File: src/rtl/can_errflag_seq.sv
module can_errflag_seq #(
  parameter int FLAG_BITS  = 6,
  parameter int DELIM_BITS = 8,
  parameter int IFS_BITS   = 3
) (
  input  logic clk,
  input  logic rst_n,
  input  logic bit_tick,
  input  logic err_bit,
  input  logic err_stuff,
  input  logic err_form,
  input  logic err_crc,
  input  logic err_ack,
  input  logic err_passive,
  input  logic rx_level,
  output logic tx_level,
  output logic bus_idle
);
  localparam int MAXC = (FLAG_BITS > DELIM_BITS) ?
                        ((FLAG_BITS > IFS_BITS) ? FLAG_BITS : IFS_BITS) :
                        ((DELIM_BITS > IFS_BITS) ? DELIM_BITS : IFS_BITS);
  localparam int CW = $clog2(MAXC + 1);
  localparam logic [CW-1:0] FLAG_LAST  = CW'(FLAG_BITS - 1);
  localparam logic [CW-1:0] DELIM_LAST = CW'(DELIM_BITS - 2);
  localparam logic [CW-1:0] IFS_LAST   = CW'(IFS_BITS - 1);

  typedef enum logic [2:0] {S_IDLE, S_FLAG, S_DWAIT, S_DELIM, S_IFS} st_t;

  st_t           st;
  logic [CW-1:0] cnt;
  logic          pend;
  logic          flag_rec;

  wire any_err = err_bit | err_stuff | err_form | err_crc | err_ack;
  wire start   = bit_tick & (pend | any_err);

  assign tx_level = (st == S_FLAG) ? flag_rec : 1'b1;
  assign bus_idle = (st == S_IDLE);

  always_ff @(posedge clk or negedge rst_n) begin
    if (!rst_n) pend <= 1'b0;
    else if (st != S_IDLE || start) pend <= 1'b0;
    else if (any_err) pend <= 1'b1;
  end

  always_ff @(posedge clk or negedge rst_n) begin
    if (!rst_n) begin
      st       <= S_IDLE;
      cnt      <= '0;
      flag_rec <= 1'b1;
    end else if (bit_tick) begin
      unique case (st)
        S_IDLE: if (start) begin
          st       <= S_FLAG;
          cnt      <= '0;
          flag_rec <= err_passive;
        end
        S_FLAG: if (cnt == FLAG_LAST) begin
          st  <= S_DWAIT;
          cnt <= '0;
        end else cnt <= cnt + 1'b1;
        S_DWAIT: if (rx_level) begin
          st  <= S_DELIM;
          cnt <= '0;
        end
        S_DELIM: if (cnt == DELIM_LAST) begin
          st  <= S_IFS;
          cnt <= '0;
        end else cnt <= cnt + 1'b1;
        S_IFS: if (cnt == IFS_LAST) begin
          st  <= S_IDLE;
          cnt <= '0;
        end else cnt <= cnt + 1'b1;
        default: st <= S_IDLE;
      endcase
    end
  end

  p_start_on_tick_r2: assert property (@(posedge clk) disable iff (!rst_n)
    (bit_tick && bus_idle && any_err) |=> !bus_idle);

  p_flag_len_r3: assert property (@(posedge clk) disable iff (!rst_n)
    (st == S_FLAG) |-> (cnt <= FLAG_LAST));

  p_flag_steady_r5: assert property (@(posedge clk) disable iff (!rst_n)
    (st == S_FLAG && bit_tick && cnt != FLAG_LAST) |=> $stable(tx_level));

  p_wait_dominant_r6: assert property (@(posedge clk) disable iff (!rst_n)
    (st == S_DWAIT && bit_tick && !rx_level) |=> (st == S_DWAIT));

  p_ifs_release_r8: assert property (@(posedge clk) disable iff (!rst_n)
    (st == S_IFS && bit_tick && cnt == IFS_LAST) |=> bus_idle);

  p_busy_ignores_r9: assert property (@(posedge clk) disable iff (!rst_n)
    (!bus_idle) |=> !pend);

  p_tick_only_r10: assert property (@(posedge clk) disable iff (!rst_n)
    !bit_tick |=> ($stable(st) && $stable(cnt)));
endmodule

File: config.mk
export PLATFORM = sky130hd
export DESIGN_NAME = can_errflag_seq
export DESIGN_NICKNAME = d
export VERILOG_FILES = /design/src/rtl/can_errflag_seq.sv
export SDC_FILE = /design/constraint.sdc
export NUM_CORES = 1
export LEC_CHECK = 0
export ABC_AREA = 1
export CORE_ASPECT_RATIO = 1.1
export CORE_UTILIZATION = 45
export CTS_BUF_LIST = sky130_fd_sc_hd__clkbuf_16
export DETAILED_ROUTE_END_ITERATION = 6
export DONT_BUFFER_PORTS = 1
export PLACE_DENSITY = 0.64
export SKIP_LAST_GASP = 1
export SLEW_MARGIN = 0
export SYNTH_ARGS = -nofsm -noshare
export SYNTH_HDL_FRONTEND = slang
export SYNTH_SLANG_ARGS = --single-unit
File: constraint.sdc
create_clock -name clk -period 1.3 [get_ports clk]
set_input_delay 0.065 -clock clk [delete_from_list [all_inputs] [get_ports clk]]
set_output_delay 0.065 -clock clk [all_outputs]
set_load 0.02 [all_outputs]
==> reports/qor.txt <==
power share of the clock group: 24.1%
gp weighted congestion: 0.713
Seq cells post-synth: 9
transition at the pin with the smallest max-transition slack: 0.455 ns
total global-route track usage: 20.5%
crit path capture type: primary output
wirelength, routed: 1.65 mm
final setup violating endpoints: 2
relative max-transition margin: 69.6%
warning count from the yosys run: 0
CTS tree: done
FMAX: 760 MHz
Switching Share: 41.2%
port buffer count: 0
count of maximum capacitance violations: 0
clock latency at the later pin of the worst-skew pair: 0.24 ns
required time reported for the critical path endpoint: 1.24 ns
Worst Hold Margin: 0.0148 ns
clock edge transition at the registers on the reported setup and hold paths: 0.04 ns
average instance area after synthesis: 7.54 µm²
First DRT Iteration DRCs: 13
Clock Tree Root: sky130_fd_sc_hd__clkbuf_16
Min Clock Period, post-route: 1.32 ns
Logic pwr share: 53.1%
largest net degree at the start of global routing: 10
NetSw: 924 µW
placed inst area: 728 µm²
classification of the worst setup path: reg2out
area of the core region: 0.00137 mm²
leading cell types in the layout, fill and taps excluded: sky130_fd_sc_hd__nand2_1 (20), sky130_fd_sc_hd__buf_4 (9), sky130_fd_sc_hd__nand3_1 (8), sky130_fd_sc_hd__inv_2 (7), sky130_fd_sc_hd__inv_1 (7)
post-placement worst setup slack: -0.0263 ns
violations in the final reports: setup timing
Max Buffers Root-to-Sink: 2
vias in the first global route: 573
chip height: 42.3 µm
number of distinct library cells after synthesis: 23
Top Ports: 12
internal power consumption: 1.32 mW
path type of the worst min-delay path: in2reg
Hold Violations, Final: 0
nets in the synthesized netlist: 101
max-slew violation total from the final report: 0
wire length of the first global-routing pass: 2.30 mm
effective utilization at floorplan: 48.5%
clock skew after layout: 0.00233 ns
via count of the routed design: 618
number of rows created at floorplan: 14
power density of the placed cells: 2330 mW/mm²
final worst-path cycle share: 101%
maximum level of the CTS H-tree: 1
cell count after synthesis: 88
drt drc: 0
Post-DRT Antenna Nets: 0
total iterations of the first detailed-routing run: 4
fraction of final layout cells sized beyond drive strength 1: 44.8%
Post-Synthesis Cell Area: 663 µm²
IR Drop Worst-Case VDD: 1.16 mV
average wire per cell in the routed design: 13.6 µm
sequential share of power: 22.8%
run status: finished, violations left
area growth from synthesis to layout: 45.3%
most frequent standard cell in the layout excluding fill and tap cells: sky130_fd_sc_hd__nand2_1
post-layout instance area: 963 µm²
antenna violations before repair: 0
total CTS buffers: 3
sequential fraction of the synthesis area: 34.2%
setup repair after global routing missed its margin: yes
Die Area: 0.00163 mm²
CTS sink count: 9
critical path launch point type: flop
count of filler cells inserted in the layout: 122
P_leak: 0.479 nW
Crit path arrival time: 1.25 ns
number of nets in the layout: 119
power consumption: 2.25 mW
detailed placement HPWL: 998 µm
Vias per Instance: 5.11
number of antenna repair diodes: 0
die width: 38.6 µm
grt ovf: 0
worst path setup slack after routing: -0.0157 ns
highest net fanout along the worst path: 5
==> flip-flops by register name, indices dropped and copies added (netlist names) <==
signal,flops
cnt,4
st,3
flag_rec,1
pend,1
==> stage by stage <==
| stage | utilization, % | std cells | setup TNS [ns] |
|---|---|---|---|
| 2_1_floorplan | - | 88 | 0 |
| 3_3_place_gp | 53.3 | 110 | 0 |
| 3_5_place_dp | 53.3 | 110 | -0.0617 |
| 4_1_cts | 62.5 | 117 | -0.0104 |
| 5_1_grt | 70.5 | 121 | -0.284 |
| 6_report | 70.5 | 121 | -0.0296 |
==> Yosys cell counts (all sizes together) <==
library cell   n  share of area [%]
dfrtp          8                 30
or2            1               0.94
inv           13                7.4
nand2         28                 19
nand3b         1                1.7
o21bai         3                3.4
xor2           2                2.6
o211ai         1                1.1
nor3           1               0.75
dfstp          1                4.0
nand3         11                 10
o21ai          4                3.0
nor2           9                7.7
ha             3                5.7
a21oi          2                2.1
==> critical path, stage by stage (launching register included) <==
cell	delay, ns
sky130_fd_sc_hd__dfrtp_2	0.46
sky130_fd_sc_hd__nor3_4	0.24
sky130_fd_sc_hd__inv_2	0.05
sky130_fd_sc_hd__or2_4	0.26
==> cell families after synthesis <==
kind of cell,Yosys count,share of synthesized area [%]
flops,9,34.2
fa+ha+maj,3,5.66
xor+xnor,2,2.64
compound gates,10,9.62
simple gates,51,40.6
buf+inv,13,7.36
==> layout make-up <==
| cell class | instances | area [µm²] | share of cell area [%] |
|---|---|---|---|
| clock buffers | 3 | 75.1 | 7.79 |
| clock inverters | 1 | 3.75 | 0.390 |
| inverters | 13 | 48.8 | 5.06 |
| multi-input cells | 66 | 475 | 49.4 |
| flip-flops and latches | 9 | 230 | 23.9 |
| well taps | 16 | 20.0 | 2.08 |
| repair buffers | 13 | 110 | 11.4 |
==> power by group through the flow <==
stage	sequential, mW	clock (mW)	combinational [mW]
2_1_floorplan	0.468	0	0.650
3_3_place_gp	0.467	0	0.875
3_5_place_dp	0.469	0	0.883
4_1_cts	0.467	0.546	0.959
5_1_grt	0.527	0.552	1.31
6_report	0.512	0.542	1.19
==> metal layers <==
| layer | track usage, % | up-vias | share of wire (%) |
|---|---|---|---|
| met4 | 14.5 | 0 | 2.6 |
| met3 | 1.60 | 5 | 3.5 |
| met1 | 23.8 | 283 | 38 |
| li1 | - | 312 | - |
| met2 | 33.7 | 18 | 56 |
| met5 | 0 | - | 0 |
==> path summary, 6_finish.rpt <==
kind | start | to | slack, ns | cells after the start
max | st[1] | tx_level | -0.02 | 3
min reg2reg | flag_rec | flag_rec | 0.49 | 2
min | bit_tick | flag_rec | 0.01 | 2
max reg2reg | cnt[1] | st[2] | -0.01 | 7
min in group asynchronous | rst_n | cnt[0] | 0.22 | 1
max in group asynchronous | rst_n | flag_rec | 0.74 | 1
==> repair_timing <==
item,in CTS,in global routing
setup endpoints to repair,4,9
pin swaps,3,10
endpoints found under the hold margin,10,0
hold buffers,2,0
gates resized for setup,6,21
buffers inserted,1,4
(Power assumes the default switching activity.)
